[src/rtl/zc_pkg.sv]
package zc_pkg;
  localparam int unsigned ZC_DATA_W  = 64;
  localparam int unsigned ZC_WORD_W  = 32;
  localparam int unsigned ZC_GROUP_W = 8;
  localparam int unsigned ZC_CNT_W   = $clog2(ZC_DATA_W) + 1;

  typedef enum logic [1:0] {
    ZC_DW_LEAD  = 2'b00,
    ZC_DW_TRAIL = 2'b01,
    ZC_WD_LEAD  = 2'b10,
    ZC_WD_TRAIL = 2'b11
  } zc_mode_e;
endpackage

[src/rtl/zc_prep.sv]
module zc_prep #(
  parameter int unsigned W  = 64,
  parameter int unsigned WW = 32
) (
  input  logic [W-1:0] op_i,
  input  logic         lsb_i,
  input  logic         word_i,
  output logic [W-1:0] vec_o
);
  import zc_pkg::*;

  localparam int unsigned PAD_W = W - WW;

  logic [W-1:0]  rev_full;
  logic [WW-1:0] low_word;
  logic [WW-1:0] rev_low;
  zc_mode_e      mode;

  assign low_word = op_i[WW-1:0];

  for (genvar i = 0; i < W; i++) begin : g_rev_full
    assign rev_full[i] = op_i[W-1-i];
  end

  for (genvar j = 0; j < WW; j++) begin : g_rev_low
    assign rev_low[j] = low_word[WW-1-j];
  end

  assign mode = zc_mode_e'({word_i, lsb_i});

  always_comb begin
    unique case (mode)
      ZC_DW_LEAD:  vec_o = op_i;
      ZC_DW_TRAIL: vec_o = rev_full;
      ZC_WD_LEAD:  vec_o = {low_word, {PAD_W{1'b0}}};
      default:     vec_o = {rev_low, {PAD_W{1'b0}}};
    endcase
  end


  always_comb begin
    if (!word_i && lsb_i)
      trail_bit0_map_chk: assert (vec_o[W-1] == op_i[0]);
  end
endmodule

[src/rtl/zc_group_enc.sv]
module zc_group_enc #(
  parameter int unsigned G  = 8,
  parameter int unsigned GW = $clog2(G) + 1
) (
  input  logic [G-1:0]  grp_i,
  output logic [GW-1:0] lz_o,
  output logic          nz_o
);
  always_comb begin
    lz_o = GW'(G);
    for (int i = 0; i < G; i++) begin
      if (grp_i[i]) lz_o = GW'(G - 1 - i);
    end
  end

  assign nz_o = |grp_i;


  always_comb begin
    group_zero_len_chk: assert (nz_o || (lz_o == GW'(G)));
  end
endmodule

[src/rtl/zc_prio_enc.sv]
module zc_prio_enc #(
  parameter int unsigned W  = 64,
  parameter int unsigned G  = 8,
  parameter int unsigned CW = $clog2(W) + 1
) (
  input  logic [W-1:0]  vec_i,
  output logic [CW-1:0] cnt_o
);
  localparam int unsigned NG = W / G;
  localparam int unsigned GW = $clog2(G) + 1;

  logic [GW-1:0] lz [NG];
  logic [NG-1:0] nz;

  for (genvar g = 0; g < NG; g++) begin : g_grp
    zc_group_enc #(.G(G), .GW(GW)) u_grp (
      .grp_i (vec_i[W-1-g*G -: G]),
      .lz_o  (lz[g]),
      .nz_o  (nz[g])
    );
  end

  always_comb begin
    cnt_o = CW'(W);
    for (int g = NG - 1; g >= 0; g--) begin
      if (nz[g]) cnt_o = CW'(g * G) + CW'(lz[g]);
    end
  end


  always_comb begin
    if (vec_i != '0)
      lead_hit_chk: assert (vec_i[W-1-cnt_o] == 1'b1);
  end
endmodule

[src/rtl/zc_format.sv]
module zc_format #(
  parameter int unsigned W  = 64,
  parameter int unsigned WW = 32,
  parameter int unsigned CW = $clog2(W) + 1
) (
  input  logic [CW-1:0] raw_i,
  input  logic          word_i,
  output logic [W-1:0]  res_o
);
  logic [CW-1:0] capped;

  always_comb begin
    capped = raw_i;
    if (word_i && (raw_i > CW'(WW))) capped = CW'(WW);
  end

  assign res_o = {{(W-CW){1'b0}}, capped};
endmodule

[src/rtl/zero_count_unit.sv]
module zero_count_unit #(
  parameter int unsigned DATA_W  = zc_pkg::ZC_DATA_W,
  parameter int unsigned WORD_W  = zc_pkg::ZC_WORD_W,
  parameter int unsigned GROUP_W = zc_pkg::ZC_GROUP_W
) (
  input  logic [DATA_W-1:0] operand_i,
  input  logic              from_lsb_i,
  input  logic              word_mode_i,
  output logic [DATA_W-1:0] count_o
);
  localparam int unsigned CW = $clog2(DATA_W) + 1;

  logic [DATA_W-1:0] enc_vec;
  logic [CW-1:0]     raw_cnt;

  zc_prep #(.W(DATA_W), .WW(WORD_W)) u_prep (
    .op_i   (operand_i),
    .lsb_i  (from_lsb_i),
    .word_i (word_mode_i),
    .vec_o  (enc_vec)
  );

  zc_prio_enc #(.W(DATA_W), .G(GROUP_W), .CW(CW)) u_enc (
    .vec_i (enc_vec),
    .cnt_o (raw_cnt)
  );

  zc_format #(.W(DATA_W), .WW(WORD_W), .CW(CW)) u_fmt (
    .raw_i  (raw_cnt),
    .word_i (word_mode_i),
    .res_o  (count_o)
  );

  always_comb begin

    upper_zero_chk: assert (count_o[DATA_W-1:CW] == '0);

    if (word_mode_i)
      word_cap_chk: assert (count_o <= DATA_W'(WORD_W));

    if (word_mode_i && (operand_i[WORD_W-1:0] == '0))
      word_zero_chk: assert (count_o == DATA_W'(WORD_W));

    if (!word_mode_i && (operand_i == '0))
      dword_zero_chk: assert (count_o == DATA_W'(DATA_W));

    if (!word_mode_i && from_lsb_i && operand_i[0])
      trail_zero_len_chk: assert (count_o == '0);
  end
endmodule

[config.mk]
export PLATFORM = sky130hd
export DESIGN_NAME = zero_count_unit
export DESIGN_NICKNAME = d
export VERILOG_FILES = /design/src/rtl/zc_pkg.sv /design/src/rtl/zc_prep.sv /design/src/rtl/zc_group_enc.sv /design/src/rtl/zc_prio_enc.sv /design/src/rtl/zc_format.sv /design/src/rtl/zero_count_unit.sv
export SDC_FILE = /design/constraint.sdc
export NUM_CORES = 1
export LEC_CHECK = 0
export BUFFER_PORTS_ARGS = -buffer_cell sky130_fd_sc_hd__buf_2
export CORE_AREA = 2 2 77 79
export DETAILED_ROUTE_END_ITERATION = 10
export DIE_AREA = 0 0 79 81
export PLACE_DENSITY_LB_ADDON = 0.1
export SLEW_MARGIN = 10
export SYNTH_ARGS = -nofsm -noshare
export SYNTH_HDL_FRONTEND = slang
export SYNTH_HIERARCHICAL = 1
export SYNTH_SLANG_ARGS = --single-unit
[constraint.sdc]
create_clock -name vclk -period 5.77
set_clock_uncertainty 0.1 [all_clocks]
set_input_delay 0.2885 -clock vclk [all_inputs]
set_output_delay 0.2885 -clock vclk [all_outputs]
set_load 0.02 [all_outputs]
Word level (Yosys, flattened, before mapping)
Index checks and enable logic that the tools add are counted.

operators by class
  add/subtract/negate cells = 7
  $lt $le $gt $ge = 1
  eq/ne operators = 2
  mux-type cells = 74
  reduce and logical (&&, ||, !) cells = 10

operator list
  kind                   number
  $mux W4                64
  $pmux W64 S3           1
  $reduce_or A8 Y1       8
  $mux W7                9
  $add A6 B4 Y7 const A  4
  $add A5 B4 Y6 const A  2
  $gt A7 B6 Y1 const B   1
  $add A4 B4 Y5 const A  1
  $eq A2 B1 Y1 const B   1
  $eq A2 B2 Y1 const B   1
  $logic_not A2 Y1       1
  $logic_and A1 B1 Y1    1

word-level totals
  bits in registers = 0
  input port bits = 66
  output and inout port bits = 64
  logic and storage cells = 94

Logic depth before layout (Yosys ltp)
Gate-level depths: netlist of run 1.

  word-level depth = 22
  gate-level depth with buffers = 14
  gate-level depth less buffers = 10

Cells and area by module
The synthesis of run 1 kept the hierarchy.

by module, submodules not included
  module        instances  cells an instance  area each (µm²)  sequential area each (µm²)
  zc_prep       1          178                1233.7           0.0
  zc_group_enc  8          14                 103.8            0.0
  zc_format     1          66                 486.7            0.0
  zc_prio_enc   1          66                 410.4            0.0

Worst setup path before layout of run 1
OpenSTA, ideal clock, no wires.

  path type = input to output
  start = input port word_mode_i
  end = output port count_o[6]
  arrival = 2.274 ns
  data required time = 5.382 ns
  path slack = 3.108 ns
  cell stages on the path = 11
  path buffers = 3
  path through = buf_6 buf_12 mux2i_1 o21ai_1 nor4_4 and2_4 inv_2 buf_4 nor3_1 and3_2 nor2b_1

RTL lines
  item             RTL line              text
  start, declared  zero_count_unit.sv:8  input logic word_mode_i,
  end, declared    zero_count_unit.sv:9  output logic [DATA_W-1:0] count_o

==> metrics.txt, run 1 <==
synth warn=6; largest family of logic cells by synthesized area=simple AND/OR/NAND/NOR gates; 1st-pass router iterations=5; Critical-path top delay cell=buf_2; Area Growth Syn to Fin=1.44%; first-pass GRT wire length=11,000 um; vias=2,818; hold path endpoint=count_o[1]; die width=79 um; top cells by count, synth=mux2i_1 (65), buf_4 (61), nor2_1 (53); TNS Setup=0 ns; Crit. End Element=output pin; Post-Syn Instances=422; synthesized cell area=2960 sq um; Die Footprint=6400 sq um; post-cts sizing count=0; vias in the first global route=2,389; peak supply drop=0.0546 mV; Synth area leader=mux2i_1; Util after Layout=0.529; mux cell area share after synthesis=0.220; Setup crit start kind=input pin; hpwl dp=5910 um; cts hold-fix bufs=0; Final Max Slew Viols=0; final hold viol count=0; via/cell ratio=5.13; largest net degree at the start of global routing=97; post-route insts no fill=549; Simple-Gate Fraction of Synth Area=0.335; I/O pins=130; Setup CP Type=input pin to output pin; gr usage total=0.206; synth top area cells=mux2i_1 (22%), buf_4 (15%), nor2_1 (6.7%), nor4_4 (5.7%), nand2_1 (5.6%); Compound-Gate Fraction of Synth Area=0.207; # setup viols final=0; seq_cells=0; Pwr Density=86.8 nW/um^2; row cnt=28; # diodes=0; # clk buffers=0; adder-cell share of the synthesized area=0; total grt overflow=0; most frequent cell after synthesis=mux2i_1; FF+latch area=0 sq um; crit path cell chain=buf_2, buf_4, mux2i_1, o21ai_0, nor4_4, and2_4, inv_2, nor2_1, nand2_1, a221oi_1, a21oi_1, and2_1, buf_2; CP Max Fanout=35; WP data arrival=3.33 ns; Post-Synth XOR/XNOR Area=0; Max Freq=269 MHz; Hold Path Stages=9; cell count after placement=549; min-delay src=operand_i[0]; total wire length=6970 um; Die Ht=81 um; CP most frequent cell=buf_2; Period minus WS final=3.72 ns; post-synthesis sequential area ratio=0; RSZ-0062 raised after global routing=false; min-delay worst type=input pin to output pin; Leakage=1.48 nW; status=complete, no violations; Max-Cap Viols=0; DR WL/cell=12.7 um; Core ar.=5680 sq um; worst hold margin=1.41 ns; Avg Inst Size Synth=7.02 sq um; Max-slew headroom=0.329; layout cells sized above 1=0.243; DRT iter0 DRCs=193; Tcrit/Tclk final=0.645; worst-margin pin slew=1.01 ns; Antenna Violating Nets Remaining=0; Worst EP required=5.38 ns; slowest stage delay, CP=0.56 ns; Starting Density=0.522; initial antenna violation count=0; GPL Wtd Cong=0.907; Yosys top cell area share=0.220; distinct cell type count after synthesis=42; Post-CTS Setup Inserts=0; Remaining DRCs=0; Final Net Count=542; IO buf count=73
[cell families (layout without fill, tap and decap cells)]
group | count (synthesis) | count (layout)
other | 1 | 57
and+or+nand+nor | 163 | 163
buffers and inverters | 95 | 91
muxes | 65 | 65
AOI/OAI and AO/OA | 98 | 98
[placed cells by master (no fill, tap or decap), types with 5 or more instances in the layout]
cell type   n
a211oi_1    8
a21oi_1    15
and2_1      5
and2_4      8
buf_2      72
conb_1     57
inv_1       9
inv_2       8
mux2i_1    65
nand2_1    44
nor2_1     53
nor2b_1    20
nor4_2      8
nor4_4      8
o21ai_0    19
o21ai_1    24
o21bai_1    8
o41ai_1     8
[per-layer routing]
layer	vias up	global-route usage	wire [um]
met3	0	0.0200	401
met4	0	0.00172	0
met1	1270	0.302	3370
li1	1466	-	-
met2	82	0.347	3200
met5	-	0	0
[through the flow]
step,instance area (sq um),power [mW],worst slack [ns]
after floorplan,3170,0.235,3.11
after global placement,3000,0.256,2.05
after detailed placement,3000,0.258,2.05
after CTS,3000,0.259,2.05
after global routing,3000,0.287,1.70
final,3000,0.261,2.05
[area by class of cell]
| type | instances | area [sq um] |
|---|---|---|
| Multi-Input combinational cell | 383 | 2470 |
| Inverter | 17 | 63.8 |
| Timing Repair Buffer | 74 | 375 |
| Fill cell | 609 | 2670 |
| Tap cell | 75 | 93.8 |
[worst max path at each step]
stage / from / end / slack, ns / cells past startpoint
finish: word_mode_i / count_o[0] / 2.05 / 13
global route: word_mode_i / count_o[1] / 1.70 / 13
CTS: word_mode_i / count_o[0] / 2.05 / 13
detailed placement: word_mode_i / count_o[0] / 2.05 / 13
global placement: word_mode_i / count_o[1] / 2.05 / 13
floorplan: word_mode_i / count_o[6] / 3.11 / 11
[where the power goes]
group          switching (mW)  leakage, nW  internal (mW)
clock                       0            0              0
combinational           0.166         1.48         0.0944
sequential                  0            0              0
[worst max-delay path: cells and delay by family]
family	cells	cell delay (ns)
buffers and inverters	4	1.31
AOI/OAI and AO/OA	3	0.56
and+or+nand+nor	5	0.93
muxes	1	0.23
Note: power is estimated with default switching activity, not from simulation.
==> run 2, diff against run 1 <==
CORE_AREA = 2 2 80 82   (was 2 2 77 79)
DIE_AREA = 0 0 82 84   (was 0 0 79 81)
clock period = 3.5 ns   (was 5.77 ns; I/O delays follow)
==> run 2 against run 1 <==
Effect of this change: sequential share of layout area did not move; critical path depth fell by 1; cell count rose by 1.3%; first-iteration DRC count fell by 25%; sequential cell count did not move; core utilization fell by 2.8 points; non-clock buffer count rose by 5; global-route usage barely moved; largest cell class unchanged; largest power group unchanged.
==> metrics.txt, run 2 (synthesis results as in run 1) <==
Final Max Slew Viols=0; Remaining DRCs=0; most common cell after layout, fill and taps aside=buf_2; total grt overflow=0; cts hold-fix bufs=0; FF+latch area=0 sq um; crit path cell chain=buf_4, buf_4, mux2i_1, nor2_1, nor4_4, and2_4, inv_2, nor3_2, and3_2, o21ai_2, and2_1, buf_2; CP Max Fanout=53; peak supply drop=0.0781 mV; seq_cells=0; worst path bufs/invs=4; most frequent cells in the layout=buf_2 (72), mux2i_1 (65), conb_1 (57); post-cts sizing count=0; RSZ-0062 raised after global routing=false; hpwl dp=6490 um; Setup crit start kind=input pin; top routing layer used=met4; slowest stage delay, CP=0.48 ns; I/O pins=130; initial antenna violation count=0; Post-CTS Setup Inserts=0; worst-margin pin slew=0.608 ns; min-delay src=word_mode_i; DRT iter0 DRCs=144; Critical-path top delay cell=buf_4; # clk buffers=0; vias=2,914; total wire length=7490 um; die width=82 um; Max Freq=327 MHz; layout cells sized above 1=0.251; via/cell ratio=5.24; row cnt=29; Setup CP Type=input pin to output pin; CP most frequent cell=buf_4; Area Growth Syn to Fin=3.21%; Worst EP required=3.22 ns; 1st-pass router iterations=4; gr usage total=0.206; DR WL/cell=13.5 um; final worst slack=0.441 ns; Post-Place Worst Slack=0.438 ns; post-route insts no fill=556; Antenna Violating Nets Remaining=0; # setup viols final=0; Final Net Count=547; Max-Cap Viols=0; Die Ht=84 um; GPL Wtd Cong=0.897; fillcell total=643; largest net degree at the start of global routing=54; first-pass GRT wire length=11,700 um; # diodes=0; Period minus WS final=3.06 ns; Die Footprint=6890 sq um; final hold viol count=0; Worst path top cell family by delay=simple AND/OR/NAND/NOR gates; Starting Density=0.486; status=complete, no violations; Core ar.=6100 sq um; Util after Layout=0.501; Crit. End Element=output pin; Met1 Wirelength=3550 um; Hold Path Stages=4; cell count after placement=556; Pwr Density=144 nW/um^2; min-delay worst type=input pin to output pin; hold path endpoint=count_o[6]; vias in the first global route=2,484; met3 wire length=480 um; met2 wire length=3340 um; worst hold margin=0.980 ns; TNS Setup=0 ns; WP data arrival=2.78 ns; Leakage=1.51 nW; IO buf count=73; Tcrit/Tclk final=0.874; Max-slew headroom=0.595
==> run 2: stage by stage <==
| stage | cell area (sq um) | power, mW |
|---|---|---|
| CTS | 3060 | 0.437 |
| global placement | 3060 | 0.433 |
| global route | 3060 | 0.483 |
| floorplan | 3170 | 0.388 |
| finish | 3060 | 0.441 |
| detailed placement | 3060 | 0.436 |
==> run 2: report_power, final <==
part           switching [mW]  leakage, nW  total [mW]  internal [mW]
clock network               0            0           0              0
logic                   0.281         1.51       0.441          0.160
registers                   0            0           0              0
total                   0.281         1.51       0.441          0.160
==> run 2: worst max-delay path by stage <==
stage	slack, ns	depth (start not counted)	startpoint	to
2_1_floorplan	1.07	11	word_mode_i	count_o[6]
3_3_place_gp	0.47	12	from_lsb_i	count_o[2]
5_1_grt	0.18	12	from_lsb_i	count_o[2]
6_report	0.44	12	from_lsb_i	count_o[3]
4_1_cts	0.44	12	from_lsb_i	count_o[3]
3_5_place_dp	0.44	12	from_lsb_i	count_o[3]
==> run 2: layout make-up <==
class                      count  area [sq um]  area share
timing repair buffer          79           425       0.139
multi-input combinational    383          2470       0.808
tap                           77          96.3      0.0315
inverter                      17          63.8      0.0209
==> run 2: layer usage <==
layer  GRT usage  up-vias
met5           0        -
met4      0.0318        0
met3      0.0173       10
met2       0.323       98
met1       0.308     1326
li1            -     1480
